File: src/rtl/sdcmd_pkg.sv
package sdcmd_pkg;

    localparam int CMD_N = 18;

    typedef enum logic [4:0] {
        C_DESEL   = 5'd0,
        C_NOP     = 5'd1,
        C_ACT     = 5'd2,
        C_PRE     = 5'd3,
        C_PREA    = 5'd4,
        C_WR      = 5'd5,
        C_WRA     = 5'd6,
        C_RD      = 5'd7,
        C_RDA     = 5'd8,
        C_MRS     = 5'd9,
        C_BST     = 5'd10,
        C_AREF    = 5'd11,
        C_SREF_EN = 5'd12,
        C_SREF_EX = 5'd13,
        C_LP_EN   = 5'd14,
        C_LP_EX   = 5'd15,
        C_HOLD    = 5'd16,
        C_UNDEF   = 5'd17
    } cmd_e;

    typedef enum logic [1:0] {
        PW_NORM  = 2'd0,
        PW_PDOWN = 2'd1,
        PW_SUSP  = 2'd2,
        PW_SELF  = 2'd3
    } pwr_e;

    typedef struct packed {
        logic cs_n;
        logic ras_n;
        logic cas_n;
        logic we_n;
    } pins_t;

    // Classification with clock enable high on both edges.
    function automatic cmd_e strobe_cmd(pins_t p, logic a10);
        cmd_e c;
        if (p.cs_n) begin
            c = C_DESEL;
        end else begin
            case ({p.ras_n, p.cas_n, p.we_n})
                3'b111:  c = C_NOP;
                3'b011:  c = C_ACT;
                3'b010:  c = a10 ? C_PREA : C_PRE;
                3'b100:  c = a10 ? C_WRA : C_WR;
                3'b101:  c = a10 ? C_RDA : C_RD;
                3'b000:  c = C_MRS;
                3'b110:  c = C_BST;
                default: c = C_AREF;
            endcase
        end
        return c;
    endfunction

    function automatic logic quiet_pattern(pins_t p);
        return p.cs_n || ({p.ras_n, p.cas_n, p.we_n} == 3'b111);
    endfunction

    function automatic logic refresh_pattern(pins_t p);
        return !p.cs_n && ({p.ras_n, p.cas_n, p.we_n} == 3'b001);
    endfunction

endpackage

File: src/rtl/sdcmd_decode.sv
module sdcmd_decode
    import sdcmd_pkg::*;
#(
    parameter int NUM_BANKS = 4,
    localparam int BA_W = (NUM_BANKS > 1) ? $clog2(NUM_BANKS) : 1
) (
    input  logic                 cke,
    input  logic                 cke_prev,
    input  pins_t                pins,
    input  logic [BA_W-1:0]      ba,
    input  logic                 a10,
    input  pwr_e                 pwr,
    input  logic [NUM_BANKS-1:0] bank_open,
    output cmd_e                 cmd,
    output logic                 illegal
);
    cmd_e base;
    logic any_open;
    logic sel_open;

    always_comb begin
        base     = strobe_cmd(pins, a10);
        any_open = |bank_open;
        sel_open = bank_open[ba];
        cmd      = base;
        illegal  = 1'b0;
        case ({cke_prev, cke})
            2'b11: begin
                case (base)
                    C_ACT:                    illegal = sel_open;
                    C_WR, C_WRA, C_RD, C_RDA: illegal = !sel_open;
                    C_MRS, C_AREF:            illegal = any_open;
                    C_BST:                    illegal = !any_open;
                    default:                  illegal = 1'b0;
                endcase
            end
            2'b10: begin
                if (refresh_pattern(pins)) begin
                    cmd     = C_SREF_EN;
                    illegal = any_open;
                end else if (quiet_pattern(pins)) begin
                    cmd = C_LP_EN;
                end else begin
                    cmd     = C_UNDEF;
                    illegal = 1'b1;
                end
            end
            2'b01: begin
                if (quiet_pattern(pins)) begin
                    cmd     = (pwr == PW_SELF) ? C_SREF_EX : C_LP_EX;
                    illegal = (pwr == PW_NORM);
                end else begin
                    cmd     = C_UNDEF;
                    illegal = 1'b1;
                end
            end
            default: cmd = C_HOLD;
        endcase
    end
endmodule

File: src/rtl/sdcmd_bank_track.sv
module sdcmd_bank_track
    import sdcmd_pkg::*;
#(
    parameter int NUM_BANKS = 4,
    localparam int BA_W = (NUM_BANKS > 1) ? $clog2(NUM_BANKS) : 1
) (
    input  logic                 clk,
    input  logic                 rst,
    input  cmd_e                 cmd,
    input  logic                 illegal,
    input  logic [BA_W-1:0]      ba,
    output logic [NUM_BANKS-1:0] bank_open
);
    for (genvar g = 0; g < NUM_BANKS; g++) begin : g_bank
        logic hit;
        assign hit = (ba == BA_W'(g));

        always_ff @(posedge clk) begin
            if (rst) begin
                bank_open[g] <= 1'b0;
            end else if (!illegal) begin
                case (cmd)
                    C_ACT:               if (hit) bank_open[g] <= 1'b1;
                    C_PRE, C_WRA, C_RDA: if (hit) bank_open[g] <= 1'b0;
                    C_PREA:              bank_open[g] <= 1'b0;
                    default:             ;
                endcase
            end
        end
    end
endmodule

File: src/rtl/sdcmd_power_track.sv
module sdcmd_power_track
    import sdcmd_pkg::*;
(
    input  logic clk,
    input  logic rst,
    input  logic cke,
    input  cmd_e cmd,
    input  logic illegal,
    input  logic any_open,
    output logic cke_prev,
    output pwr_e pwr
);
    always_ff @(posedge clk) begin
        if (rst) begin
            cke_prev <= 1'b1;
            pwr      <= PW_NORM;
        end else begin
            cke_prev <= cke;
            if (cke && !cke_prev) begin
                pwr <= PW_NORM;
            end else if (!illegal && cmd == C_SREF_EN) begin
                pwr <= PW_SELF;
            end else if (!illegal && cmd == C_LP_EN) begin
                pwr <= any_open ? PW_SUSP : PW_PDOWN;
            end
        end
    end
endmodule

File: src/rtl/sdram_cmd_monitor.sv
module sdram_cmd_monitor
    import sdcmd_pkg::*;
#(
    parameter int NUM_BANKS = 4,
    localparam int BA_W = (NUM_BANKS > 1) ? $clog2(NUM_BANKS) : 1
) (
    input  logic                 clk,
    input  logic                 rst,
    input  logic                 cke,
    input  logic                 cs_n,
    input  logic                 ras_n,
    input  logic                 cas_n,
    input  logic                 we_n,
    input  logic [BA_W-1:0]      ba,
    input  logic                 a10,
    input  logic                 dqm,
    output logic [CMD_N-1:0]     cmd_code,
    output logic                 illegal,
    output logic [NUM_BANKS-1:0] bank_open,
    output logic [1:0]           pwr_state,
    output logic                 dq_en
);
    pins_t pins;
    cmd_e  cmd;
    logic  cmd_bad;
    logic  cke_prev;
    pwr_e  pwr;
    logic  any_open;

    assign pins      = '{cs_n: cs_n, ras_n: ras_n, cas_n: cas_n, we_n: we_n};
    assign any_open  = |bank_open;
    assign pwr_state = pwr;

    sdcmd_decode #(.NUM_BANKS(NUM_BANKS)) decode_i (
        .cke       (cke),
        .cke_prev  (cke_prev),
        .pins      (pins),
        .ba        (ba),
        .a10       (a10),
        .pwr       (pwr),
        .bank_open (bank_open),
        .cmd       (cmd),
        .illegal   (cmd_bad)
    );

    sdcmd_bank_track #(.NUM_BANKS(NUM_BANKS)) banks_i (
        .clk       (clk),
        .rst       (rst),
        .cmd       (cmd),
        .illegal   (cmd_bad),
        .ba        (ba),
        .bank_open (bank_open)
    );

    sdcmd_power_track power_i (
        .clk      (clk),
        .rst      (rst),
        .cke      (cke),
        .cmd      (cmd),
        .illegal  (cmd_bad),
        .any_open (any_open),
        .cke_prev (cke_prev),
        .pwr      (pwr)
    );

    always_ff @(posedge clk) begin
        if (rst) begin
            cmd_code <= '0;
            illegal  <= 1'b0;
            dq_en    <= 1'b0;
        end else begin
            cmd_code <= CMD_N'(1) << cmd;
            illegal  <= cmd_bad;
            dq_en    <= cke && (pwr == PW_NORM) && any_open && !dqm;
        end
    end
endmodule

File: config.mk
export PLATFORM = sky130hd
export DESIGN_NAME = sdram_cmd_monitor
export DESIGN_NICKNAME = d
export VERILOG_FILES = /design/src/rtl/sdcmd_pkg.sv /design/src/rtl/sdcmd_decode.sv /design/src/rtl/sdcmd_bank_track.sv /design/src/rtl/sdcmd_power_track.sv /design/src/rtl/sdram_cmd_monitor.sv
export SDC_FILE = /design/constraint.sdc
export NUM_CORES = 1
export LEC_CHECK = 0
export ABC_AREA = 0
export BUFFER_PORTS_ARGS = -buffer_cell sky130_fd_sc_hd__buf_2
export CORE_UTILIZATION = 49
export DETAILED_ROUTE_END_ITERATION = 10
export PLACE_DENSITY = 0.76
export SLEW_MARGIN = 20
export SYNTH_ARGS = -nofsm -noshare
export SYNTH_HDL_FRONTEND = slang
export SYNTH_SLANG_ARGS = --single-unit
File: constraint.sdc
create_clock -name clk -period 2.9 [get_ports clk]
set_input_delay 0.58 -clock clk [delete_from_list [all_inputs] [get_ports clk]]
set_output_delay 0.58 -clock clk [all_outputs]
set_load 0.1 [all_outputs]
* After elaboration in Yosys (flattened, before gate mapping)
Index checks and enable logic that the tools add are counted.
W data, S select, Z words.
** Storage, ports and cells
- Bits of input ports :: 11
- Word-level logic and storage cells :: 109
- Output and inout port bits :: 26
- Flip-flop bits (word level) :: 27
** Cells by class
- Muxes and demuxes :: 32
- Bitwise gates (word level) :: 1
- Reductions and logical operators :: 28
- Magnitude comparators :: 1
- Equal/unequal tests :: 37
- Shift-type cells :: 1
** Operator list (number)
- $eq A5 B4 Y1 const B :: 7
- $pmux W5 S7 :: 1
- $eq A5 B3 Y1 const B :: 5
- $mux W5 :: 4
- $shl A1 B5 Y18 const A :: 1
- $ne A2 B1 Y1 const B :: 8
- $reduce_and A4 Y1 :: 4
- $eq A5 B2 Y1 const B :: 3
- $pmux W1 S3 :: 5
- $pmux W5 S3 :: 1
- $eq A3 B3 Y1 const B :: 4
- $mux W1 :: 12
- $eq A2 B2 Y1 const B :: 5
- $mux W2 :: 5
- $reduce_or A4 Y1 :: 2
- $logic_and A1 B1 Y1 :: 7
- $eq A3 B2 Y1 const B :: 2
- $logic_not A1 Y1 :: 6
- $eq A2 B1 Y1 const B :: 2
- $logic_not A2 Y1 :: 2
- $mux W4 :: 1
- $pmux W1 S4 :: 1
- $reduce_or A2 Y1 :: 2
- $eq A3 B1 Y1 const B :: 1
- other kinds (9) :: 9

* Depth between registers and ports, before layout
Gate-level depths: netlist (run 1).
- Word-level depth :: 11
- Mapped depth :: 8
- Gate-level depth less buffers :: 6

* Hierarchy
A second synthesis (run 1) with hierarchy kept.
** Second synthesis, totals
- Cell total of the unflattened synthesis :: 152
- Area, all modules :: 1361.3 µm²
** By module, submodules not included
- sdram_cmd_monitor :: times used 1, area each 610.6 µm², cells an instance 55, seq. area each 400.4 µm²
- sdcmd_decode :: times used 1, area each 342.8 µm², cells an instance 53, seq. area each 0.0 µm²
- sdcmd_bank_track :: times used 1, area each 275.3 µm², cells an instance 30, seq. area each 80.1 µm²
- sdcmd_power_track :: times used 1, area each 132.6 µm², cells an instance 14, seq. area each 60.1 µm²

* Least setup slack after synthesis (run 1)
No wires, ideal clock.
- Path type :: register to register
- From :: reg banks_i.bank_open[1]
- To :: reg banks_i.bank_open[1]
- Arrival time :: 2.463 ns
- Library setup time :: 0.117 ns
- Path buffers :: 1
- Path slack :: 0.319 ns
- Stages on the path, launching flop included :: 8
- Cells stage by stage :: dfxtp_1 mux4_2 nand2_1 a32o_1 or2_0 buf_2 a211o_1 a32o_1
** Between the ends
- Longest elaborated chain between the ends :: 7
- Elaborated cells on any way between the ends :: 10
- Classes of those cells :: 5 x mux; 1 x bitwise; 4 x reduce/logical
** RTL lines
- start, declared :: RTL line sdcmd_bank_track.sv:12 : output logic [NUM_BANKS-1:0] bank_open
- start signal, assigned by index :: RTL line sdcmd_bank_track.sv:20 : bank_open[g] <= 1'b0;
- start signal, assigned by index :: RTL line sdcmd_bank_track.sv:23 : C_ACT: if (hit) bank_open[g] <= 1'b1;
- start signal, assigned by index :: RTL line sdcmd_bank_track.sv:24 : C_PRE, C_WRA, C_RDA: if (hit) bank_open[g] <= 1'b0;
- $bmux W1 S2 :: RTL line sdcmd_decode.sv:24 : sel_open = bank_open[ba];
- $mux W1 (not written as such) :: RTL line sdcmd_decode.sv:24
- $logic_not A1 Y1 :: RTL line sdcmd_decode.sv:31 : C_WR, C_WRA, C_RD, C_RDA: illegal = !sel_open;
- $pmux W1 S4 :: RTL line sdcmd_decode.sv:29 : case (base)
- $pmux W1 S3 * :: RTL line sdcmd_decode.sv:27 : case ({cke_prev, cke})
- $not A1 Y1 (no line) *
- $reduce_and A4 Y1 (no line) *
Every way passes the cells marked *; elsewhere a longest branch is shown, timed or not. The select of a mux whose other input is x is not followed.
A chain may end at the register's enable or synchronous reset.

* Final worst setup path (run 1)
- From :: in cas_n
- To :: reg banks_i.bank_open[1]
** Between the ends
- Longest elaborated chain between the ends :: 9
- Elaborated cells on any way between the ends :: 43
- Classes of those cells :: 22 x eq/ne; 12 x mux; 1 x bitwise; 8 x reduce/logical
** RTL lines
- start, declared :: RTL line sdram_cmd_monitor.sv:12 : input logic cas_n,
- $eq A3 B3 Y1, or another cell as far along :: RTL line sdcmd_pkg.sv:46 : case ({p.ras_n, p.cas_n, p.we_n})
- $pmux W5 S7 or $logic_or A1 B1 Y1 (tied branches) :: RTL line sdcmd_pkg.sv:46, sdcmd_pkg.sv:61
- $mux W5, on equally long branches :: RTL line sdcmd_pkg.sv:43, sdcmd_decode.sv:41
- $eq A5 B3 Y1, or another cell as far along :: RTL line sdcmd_decode.sv:29
- $reduce_or A4 Y1, or another cell as far along :: RTL line sdcmd_decode.sv:29
- $pmux W1 S4, or another cell as far along :: RTL line sdcmd_decode.sv:29
- $pmux W1 S3 or $reduce_or A3 Y1 (tied branches) :: RTL line sdcmd_decode.sv:27, sdcmd_bank_track.sv:22
- $not A1 Y1 (no line), or another cell as far along
- $reduce_and A4 Y1 (no line)
Parallel ways exist; a longest one is shown, timed or not.

==> flow_metrics.py, run 1 <==
metrics = {
    "sta": {
        "finalSetupViolCount": 0,
        "fmax_mhz": 428,
        "tightestPinTransition_ns": 0.588,
        "fin_skew_ns": 0.00474,
        "layout_min_cycle_time_ns": 2.34,
        "fin_tns_setup_ns": 0,
        "post-route-period-util_pct": 80.6,
        "setup_slack_ns": 0.564,
        "drv_slew": 0,
        "relSlewSlack_pct": 60.4,
        "rsz0062_at_grt": "no",
        "hold_viol_final": 0,
    },
    "place": {
        "dpl_cell_area_um2": 1470,
        "dpl.hpwl_um": 2130,
        "dp_cells": 208,
        "place.gp.congestion": 0.858,
        "numPortBuffers": 36,
        "dpl_worst_slack_ns": 0.244,
    },
    "route": {
        "vias": 1193,
        "wirelength_um": 2730,
        "wl_per_cell_um": 12.9,
        "via_per_inst": 5.63,
        "drt_iter0_markers": 22,
        "drc": 0,
        "antenna_left": 0,
        "first_pass_iters": 4,
    },
    "setup_path": {
        "r2r_cells": 6,
        "required_ns": 3.13,
        "ff2ff_setup_slack_ns": 0.60,
        "regToRegEndpoint": "banks_i.bank_open[1]$_SDFFE_PP0P_",
        "r2r_start": "banks_i.bank_open[3]$_SDFFE_PP0P_",
        "endpoint_kind": "flip-flop",
        "crit_path_start_kind": "input port",
        "cp_data_arrival_time_ns": 2.57,
        "worst-setup-path-type": "in -> reg",
        "cp_max_fo": 14,
    },
    "power_and_ir_drop": {
        "peakVddDrop_mv": 0.384,
        "p_int_uw": 508,
        "switchingPower_uw": 333,
        "pwr-share-seq_pct": 47.5,
        "pwr_density_cell_nw_per_um2": 561,
        "total_leakage_power_nw": 0.651,
        "power_frac_comb_pct": 32.8,
        "pwr-share-clk_pct": 19.6,
        "switching_share_pct": 39.6,
    },
    "grt": {
        "grt_pass1_vias": 1076,
        "overflow": 0,
        "grt_max_degree": 17,
        "grt_pass1_wl_um": 4460,
        "antenna_found_initial": 0,
        "grt_usage_pct": 21.8,
    },
    "synth": {
        "syn-cell-area_um2": 1280,
        "syn_area_per_cell_um2": 8.62,
        "synth_seq_cells": 27,
        "synthTopCellsByArea": "dfxtp_1, nor2_1, a32o_1",
        "synth_top_cell_by_area": "dfxtp_1",
        "synth-async-reset-ratio_pct": 0,
        "post-synth-top-area-fraction_pct": 42.1,
        "synth_cells": 149,
        "synth-edff-count": 0,
        "ys_types": 45,
        "synth_nets": 160,
        "yosys_most_used_dff": "dfxtp_1",
        "yosysWarnings": 0,
        "yosysSeqAreaShare_pct": 42.1,
    },
    "cts": {
        "numCtsBuffers": 3,
        "cts_root_buffer": "clkbuf_4",
        "cts_sinks": 27,
        "clock_latency_ns": 0.32,
        "cts_setup_buffers": 0,
        "cts_resized": 0,
        "clk_pin_slew_ns": 0.15,
        "cts_tree": "yes",
        "cts_hold_buf": 0,
        "cts-htree-levels": 1,
        "cts_buffer_depth": 2,
    },
    "run_status": {
        "run_status": "finished, final reports clean",
    },
    "run": {
        "cap_violations": 0,
    },
    "die": {
        "fp.dieW_um": 53.2,
        "coreArea_um2": 2480,
        "die_y_um": 53.2,
        "boundaryPins": 37,
        "die_area_um2": 2830,
        "num_rows": 18,
        "start_util_pct": 51.8,
    },
    "cells_and_area": {
        "antenna_cells": 0,
        "fin_cells": 212,
        "drive_above_1_share_pct": 25.8,
        "area_delta_synth_final_pct": 16.8,
        "final_nets": 194,
        "fin_util_pct": 60.5,
        "final_area_um2": 1500,
    },
    "hold_path": {
        "hp-start": "power_i.pwr[1]$_SDFFE_PP0P_",
        "hold_class": "reg -> reg",
        "whs_path_depth": 2,
        "whs_endpoint": "power_i.pwr[1]$_SDFFE_PP0P_",
    },
}
-- logic make-up (layout without fill, tap and decap cells) --
logic type                after synthesis  in the layout  synth area share [%]
DFF                                    27             27                  42.1
buffers and inverters                  11             44                  3.70
AOI/OAI and AO/OA                      40             40                  24.1
xor gates and xnor gates                2              2                  1.36
and+or+nand+nor                        67             67                  26.1
muxes                                   2              2                  2.63
-- layout make-up --
type / count / area, µm²
tap: 30 / 37.5
sequential: 27 / 541
clock buffer: 3 / 22.5
inverter: 4 / 15.0
multi-input combinational: 111 / 696
clock inverter: 1 / 7.51
fill: 236 / 978
timing repair buffer: 36 / 180
-- stage by stage --
step / hold WS [ns] / total power [mW]
floorplan: 0.744 / 0.633
global placement: 0.509 / 0.678
detailed placement: 0.529 / 0.683
global route: 0.536 / 0.882
CTS: 0.549 / 0.842
finish: 0.544 / 0.841
-- layer usage --
metal	vias to the layer above	routed length [µm]	track usage, %	share of wire, %
li1	607	-	-	-
met3	0	140	3.45	5.1
met5	-	0	0	0
met4	0	0	4.39	0
met2	36	1380	41.4	50
met1	550	1210	25.2	44
-- state kept, by name (all words and copies together) (netlist names) --
register,flops
power_i.pwr,2
power_i.cke_prev,1
banks_i.bank_open,4
dq_en,1
cmd_code,18
illegal,1
-- cells in the mapped netlist, types with 2 or more instances --
cell,number
clkbuf_1,2
buf_2,5
inv_1,4
a32o_1,5
o21ai_0,4
nand2_1,13
a211oi_1,2
nor2_1,22
nor2b_1,4
nand2b_1,6
a21oi_1,5
dfxtp_1,27
o21bai_1,2
o22ai_1,2
a211o_1,4
or2_2,3
xnor2_1,2
nor3_1,5
nor4_1,2
o211ai_1,4
or3_1,2
-- layout by cell type, fill, tap and decap left out, types with 3 or more instances in the layout --
cell type	instances
o21ai_0	4
o211ai_1	4
a32o_1	5
inv_1	4
a21oi_1	5
nor2_1	22
or2_2	3
nor3_1	5
clkbuf_4	3
nor2b_1	4
a211o_1	4
nand2b_1	6
nand2_1	13
buf_2	36
dfxtp_1	27
-- critical path: stages --
cell     delay, ns
buf_2         0.18
or3b_2        0.51
o22ai_1       0.29
o32a_1        0.21
o22ai_1       0.19
a211o_1       0.35
a32o_1        0.25
-- power by group through the flow --
stage | Sequential [mW] | Clock (mW) | Combinational [mW]
2_1_floorplan | 0.522 | 0 | 0.111
3_3_place_gp | 0.407 | 0 | 0.271
3_5_place_dp | 0.408 | 0 | 0.275
4_1_cts | 0.400 | 0.166 | 0.276
5_1_grt | 0.403 | 0.184 | 0.296
6_report | 0.400 | 0.165 | 0.276
-- worst max-delay path by stage --
| stage | from | end | slack, ns | cells past startpoint |
|---|---|---|---|---|
| after floorplan | banks_i.bank_open[1]$_SDFFE_PP0P_ | banks_i.bank_open[1]$_SDFFE_PP0P_ | 0.32 | 7 |
| after global placement | cas_n | banks_i.bank_open[1]$_SDFFE_PP0P_ | 0.32 | 7 |
| after detailed placement | cas_n | banks_i.bank_open[1]$_SDFFE_PP0P_ | 0.24 | 7 |
| after CTS | cas_n | banks_i.bank_open[1]$_SDFFE_PP0P_ | 0.58 | 7 |
| after global routing | power_i.cke_prev$_SDFF_PP1_ | banks_i.bank_open[1]$_SDFFE_PP0P_ | 0.38 | 6 |
| final | cas_n | banks_i.bank_open[1]$_SDFFE_PP0P_ | 0.56 | 7 |
Note: power is estimated with default switching activity, not from simulation.
==> run 2, diff against run 1 <==
clock period = 2.35 ns   (was 2.9 ns; I/O delays follow)
==> run 2 against run 1 <==
Effect of this change: final cell count is 12% higher; sequential power up 24%; clock power is 30% higher; count of clock-buffer cells in the layout is the same; design area is 13% higher; global-route usage grew 3.8 points; clock skew decreased by 0.0020 ns; setup slack got worse by 0.40 ns; non-clock buffer count rose by 25; critical path type is now reg -> reg; highest routed layer is now met4.
==> flow_metrics.py, run 2 (synthesis results as in run 1) <==
metrics = {
    "place": {
        "dpl.hpwl_um": 2590,
        "place.gp.congestion": 0.934,
        "dpl_worst_slack_ns": -0.105,
        "dp_cells": 233,
        "numPortBuffers": 36,
        "dpl_cell_area_um2": 1660,
    },
    "sta": {
        "rsz0062_at_grt": "no",
        "setup_slack_ns": 0.169,
        "fin_tns_setup_ns": 0,
        "tightestPinTransition_ns": 0.490,
        "fmax_mhz": 458,
        "finalSetupViolCount": 0,
        "drv_slew": 0,
        "post-route-period-util_pct": 92.8,
        "hold_viol_final": 0,
        "holdWs_ns": 0.431,
        "fin_skew_ns": 0.00278,
        "relSlewSlack_pct": 67.6,
        "layout_min_cycle_time_ns": 2.18,
    },
    "power_and_ir_drop": {
        "total_power_mw": 1.11,
        "peakVddDrop_mv": 0.512,
        "pwr_density_cell_nw_per_um2": 655,
        "total_leakage_power_nw": 0.776,
    },
    "route": {
        "via_per_inst": 5.68,
        "drc": 0,
        "first_pass_iters": 4,
        "wl_per_cell_um": 13.8,
        "wirelength_um": 3280,
        "antenna_left": 0,
        "vias": 1347,
        "drt_iter0_markers": 35,
    },
    "cells_and_area": {
        "final_common_cell": "buf_2",
        "antenna_cells": 0,
        "largest_reg_flops": 18,
        "top_register": "cmd_code",
        "area_delta_synth_final_pct": 32.5,
        "layout.filler_cells": 215,
        "fin_cells": 237,
        "final_nets": 219,
        "fin_util_pct": 68.6,
        "final_area_um2": 1700,
        "drive_above_1_share_pct": 38.2,
        "layout_common_cells": "buf_2, buf_4, nor2_1, dfxtp_1, nand2_1",
        "reg_top3": "cmd_code: 18 flops, banks_i.bank_open: 4 flops, power_i.pwr: 2 flops",
    },
    "die": {
        "num_rows": 18,
        "boundaryPins": 37,
        "die_y_um": 53.2,
        "coreArea_um2": 2480,
        "start_util_pct": 51.8,
        "die_area_um2": 2830,
        "fp.dieW_um": 53.2,
    },
    "cts": {
        "clock_latency_ns": 0.34,
        "cts-htree-levels": 1,
        "cts_buffer_depth": 2,
        "cts_setup_buffers": 0,
        "numCtsBuffers": 3,
        "cts_tree": "yes",
        "cts_sinks": 27,
        "clk_pin_slew_ns": 0.15,
        "cts_root_buffer": "clkbuf_4",
    },
    "setup_path": {
        "r2r_cells": 8,
        "cp_data_arrival_time_ns": 2.43,
        "crit_cells": 8,
        "endpoint_kind": "flip-flop",
        "worst-setup-path-type": "reg -> reg",
        "cp_max_fo": 5,
        "crit_family": "simple AND/OR/NAND/NOR gates",
        "crit_path_start_kind": "flip-flop",
        "path_cells": "or4_1 > buf_4 > o2bb2ai_1 > a32o_1 > or2_0 > buf_4 > a21oi_1 > a32o_1",
        "crit_buf_inv": 2,
        "critPathMaxStageDelay_ns": 0.56,
        "required_ns": 2.60,
        "crit_path_top_delay_cell": "or4_1",
    },
    "grt": {
        "overflow": 0,
        "grt_pass1_vias": 1207,
        "grt_use_met2_pct": 46.8,
        "grt-busiest-layer": "met2",
        "grt_max_degree": 17,
        "grt_usage_pct": 25.6,
        "grt_pass1_wl_um": 5230,
        "met1_usage_pct": 29.6,
        "grtUsageMet3_pct": 3.74,
        "antenna_found_initial": 0,
    },
    "run": {
        "cap_violations": 0,
    },
    "run_status": {
        "run_status": "finished, final reports clean",
    },
    "hold_path": {
        "hold_class": "in -> reg",
        "whs_path_depth": 2,
    },
}
==> run 2: cell types whose count changed in the layout (fill, tap and decap cells not counted) <==
cell     change
buf_4       +25
dfxtp_1      -6
dfxtp_2      +6
o21ai_0      -1
o21ai_1      +1
o22ai_1      -1
o22ai_2      +1
==> run 2: layout make-up <==
| cell class | count | area, µm² | area share [%] |
|---|---|---|---|
| repair buffers | 61 | 368 | 21.6 |
| clock inverters | 1 | 7.51 | 0.442 |
| flip-flops and latches | 27 | 548 | 32.2 |
| well taps | 30 | 37.5 | 2.21 |
| clock buffers | 3 | 22.5 | 1.32 |
| multi-input cells | 111 | 702 | 41.3 |
| inverters | 4 | 15.0 | 0.883 |
==> run 2: worst reg2reg max path, stage by stage, from the launching register on <==
cell and delay [ns]:
dfxtp_2 0.37, or4_1 0.56, buf_4 0.17, o2bb2ai_1 0.14, a32o_1 0.20, or2_0 0.26
buf_4 0.17, a21oi_1 0.03, a32o_1 0.20
==> run 2: final timing paths <==
kind / start / endpoint / slack (ns)
worst min-delay path: rst / power_i.pwr[0]$_SDFFE_PP0P_ / 0.43
worst max register to register: banks_i.bank_open[3]$_SDFFE_PP0P_ / banks_i.bank_open[1]$_SDFFE_PP0P_ / 0.17
worst max-delay path: banks_i.bank_open[3]$_SDFFE_PP0P_ / banks_i.bank_open[1]$_SDFFE_PP0P_ / 0.17
worst min register to register: banks_i.bank_open[1]$_SDFFE_PP0P_ / banks_i.bank_open[1]$_SDFFE_PP0P_ / 0.56
==> run 2: report_power, final <==
group / switching, mW / internal [mW] / leakage [nW] / total (mW)
registers: 0.0149 / 0.481 / 0.222 / 0.496
clock network: 0.148 / 0.0653 / 0.0139 / 0.214
logic: 0.276 / 0.129 / 0.540 / 0.405
total: 0.440 / 0.675 / 0.776 / 1.11
==> run 2: what timing repair did <==
item,CTS,global route
setup endpoints to repair,0,4
hold buffers,0,0
resized for setup,0,2
==> run 2: routing by layer <==
| layer | routed length [µm] | vias to the layer above |
|---|---|---|
| met5 | 0 | - |
| met4 | 38 | 0 |
| met3 | 185 | 4 |
| met2 | 1650 | 51 |
| met1 | 1400 | 634 |
| li1 | - | 658 |
==> run 3, diff against run 2 <==
MAX_ROUTING_LAYER = met4   (was default)
==> run 3 against run 2 <==
Effect of this change: first-iteration DRC count fell by 17%; combinational power barely moved; final cell count stayed put; setup slack gained 0.0015 ns; clock power about the same; design area is the same; largest power group unchanged; highest routed layer unchanged.
==> flow_metrics.py, run 3 (synthesis results as in run 1) <==
metrics = {
    "place": {
        "dpl_worst_slack_ns": -0.105,
        "dpl_cell_area_um2": 1660,
        "dp_cells": 233,
        "numPortBuffers": 36,
        "dpl.hpwl_um": 2590,
        "place.gp.congestion": 0.951,
    },
    "power_and_ir_drop": {
        "p_int_uw": 675,
        "switching_share_pct": 39.5,
        "switchingPower_uw": 440,
        "total_leakage_power_nw": 0.776,
        "pwr-share-clk_pct": 19.2,
        "pwr_density_cell_nw_per_um2": 655,
        "peakVddDrop_mv": 0.512,
        "pwr-share-seq_pct": 44.5,
        "power_frac_comb_pct": 36.3,
    },
    "route": {
        "drt_iter0_markers": 29,
        "wirelength_um": 3270,
        "antenna_left": 0,
        "drc": 0,
        "first_pass_iters": 4,
        "via_per_inst": 5.69,
        "vias": 1349,
        "wl_per_cell_um": 13.8,
    },
    "cts": {
        "cts_sinks": 27,
        "cts_hold_buf": 0,
        "cts_root_buffer": "clkbuf_4",
        "cts-htree-levels": 1,
        "cts_tree": "yes",
        "clock_latency_ns": 0.34,
        "numCtsBuffers": 3,
        "clk_pin_slew_ns": 0.15,
        "cts_buffer_depth": 2,
    },
    "die": {
        "num_rows": 18,
        "coreArea_um2": 2480,
        "die_area_um2": 2830,
        "die_y_um": 53.2,
        "boundaryPins": 37,
        "start_util_pct": 51.8,
        "fp.dieW_um": 53.2,
    },
    "sta": {
        "fmax_mhz": 459,
        "post-route-period-util_pct": 92.8,
        "layout_min_cycle_time_ns": 2.18,
        "drv_slew": 0,
        "holdWs_ns": 0.430,
        "rsz0062_at_grt": "no",
        "fin_skew_ns": 0.00363,
        "hold_viol_final": 0,
        "relSlewSlack_pct": 67.6,
        "tightestPinTransition_ns": 0.490,
        "finalSetupViolCount": 0,
        "setup_slack_ns": 0.170,
    },
    "cells_and_area": {
        "top_register": "cmd_code",
        "largest_reg_flops": 18,
        "final_area_um2": 1700,
        "multi_input_area_um2": 702,
        "antenna_cells": 0,
        "reg_top3": "cmd_code: 18 flops, banks_i.bank_open: 4 flops, power_i.pwr: 2 flops",
        "final_nets": 219,
        "drive_above_1_share_pct": 38.2,
        "fin_cells": 237,
        "final-seq-area_um2": 548,
        "area_delta_synth_final_pct": 32.5,
        "layout_common_cells": "buf_2, buf_4, nor2_1, dfxtp_1, nand2_1",
        "fin_util_pct": 68.6,
        "layout.filler_cells": 215,
        "final_common_cell": "buf_2",
    },
    "setup_path": {
        "cp_max_fo": 5,
        "endpoint_kind": "flip-flop",
        "ff2ff_setup_slack_ns": 0.17,
        "regToRegEndpoint": "banks_i.bank_open[1]$_SDFFE_PP0P_",
        "required_ns": 2.60,
        "crit_path_start_kind": "flip-flop",
        "r2r_cells": 8,
        "r2r_start": "banks_i.bank_open[3]$_SDFFE_PP0P_",
        "cp_data_arrival_time_ns": 2.43,
        "worst-setup-path-type": "reg -> reg",
    },
    "grt": {
        "grt_max_degree": 17,
        "overflow": 0,
        "grt_pass1_vias": 1213,
        "antenna_found_initial": 0,
        "grt_pass1_wl_um": 5220,
        "grt_usage_pct": 26.2,
    },
    "run_status": {
        "run_status": "finished, final reports clean",
    },
    "run": {
        "cap_violations": 0,
    },
    "hold_path": {
        "whs_path_depth": 2,
        "whs_endpoint": "power_i.pwr[0]$_SDFFE_PP0P_",
        "hp-start": "rst",
        "hold_class": "in -> reg",
    },
}
## run 3: cell counts in the layout (fill, tap and decap cells not counted)
Identical to the previous run, type by type.
## run 3: worst max-delay path by stage
stage	startpoint	endpoint	slack, ns	depth (start not counted)
finish	banks_i.bank_open[3]$_SDFFE_PP0P_	banks_i.bank_open[1]$_SDFFE_PP0P_	0.17	8
global route	banks_i.bank_open[3]$_SDFFE_PP0P_	banks_i.bank_open[1]$_SDFFE_PP0P_	0.03	6
floorplan	banks_i.bank_open[3]$_SDFFE_PP0P_	banks_i.bank_open[1]$_SDFFE_PP0P_	0.02	7
global placement	ba[0]	banks_i.bank_open[1]$_SDFFE_PP0P_	-0.03	7
CTS	banks_i.bank_open[3]$_SDFFE_PP0P_	banks_i.bank_open[1]$_SDFFE_PP0P_	0.14	6
detailed placement	cas_n	banks_i.bank_open[1]$_SDFFE_PP0P_	-0.10	7
## run 3: metal layers
metal  global-route usage [%]  routed length (µm)  vias up  share of wire [%]
li1                         -                   -      658                  -
met1                     29.6                1390      636                 43
met2                     46.8                1650       51                 50
met3                     3.74                 189        4                5.8
met4                     9.21                  38        0                1.2
met5                        -                   0        -                  0
## run 3: worst max-delay path, cell delays in order (launching register included)
cell	delay, ns
dfxtp_2	0.37
or4_1	0.56
buf_4	0.17
o2bb2ai_1	0.14
a32o_1	0.20
or2_0	0.25
buf_4	0.17
a21oi_1	0.03
a32o_1	0.20
## run 3: through the flow
stage | TNS [ns] | total power, mW
2_1_floorplan | 0 | 0.783
3_3_place_gp | -0.0518 | 0.891
3_5_place_dp | -0.364 | 0.902
4_1_cts | 0 | 1.11
5_1_grt | 0 | 1.16
6_report | 0 | 1.11
## run 3: power groups by stage
stage	Sequential (mW)	Clock (mW)	Combinational, mW
after global placement	0.504	0	0.388
after floorplan	0.647	0	0.137
after detailed placement	0.506	0	0.396
after CTS	0.496	0.213	0.397
after global routing	0.499	0.230	0.429
final	0.496	0.214	0.405
## run 3: layout make-up
| type | count | share of cell area [%] |
|---|---|---|
| multi-input combinational | 111 | 41.3 |
| sequential | 27 | 32.2 |
| timing repair buffer | 61 | 21.6 |
| tap | 30 | 2.21 |
| clock buffer | 3 | 1.32 |
| inverter | 4 | 0.883 |
| clock inverter | 1 | 0.442 |
## run 3: what timing repair did
action	4_1_cts	5_1_grt
buffers inserted	0	0
hold endpoints to repair	0	0
resized for setup	0	2
setup endpoints to repair	0	4
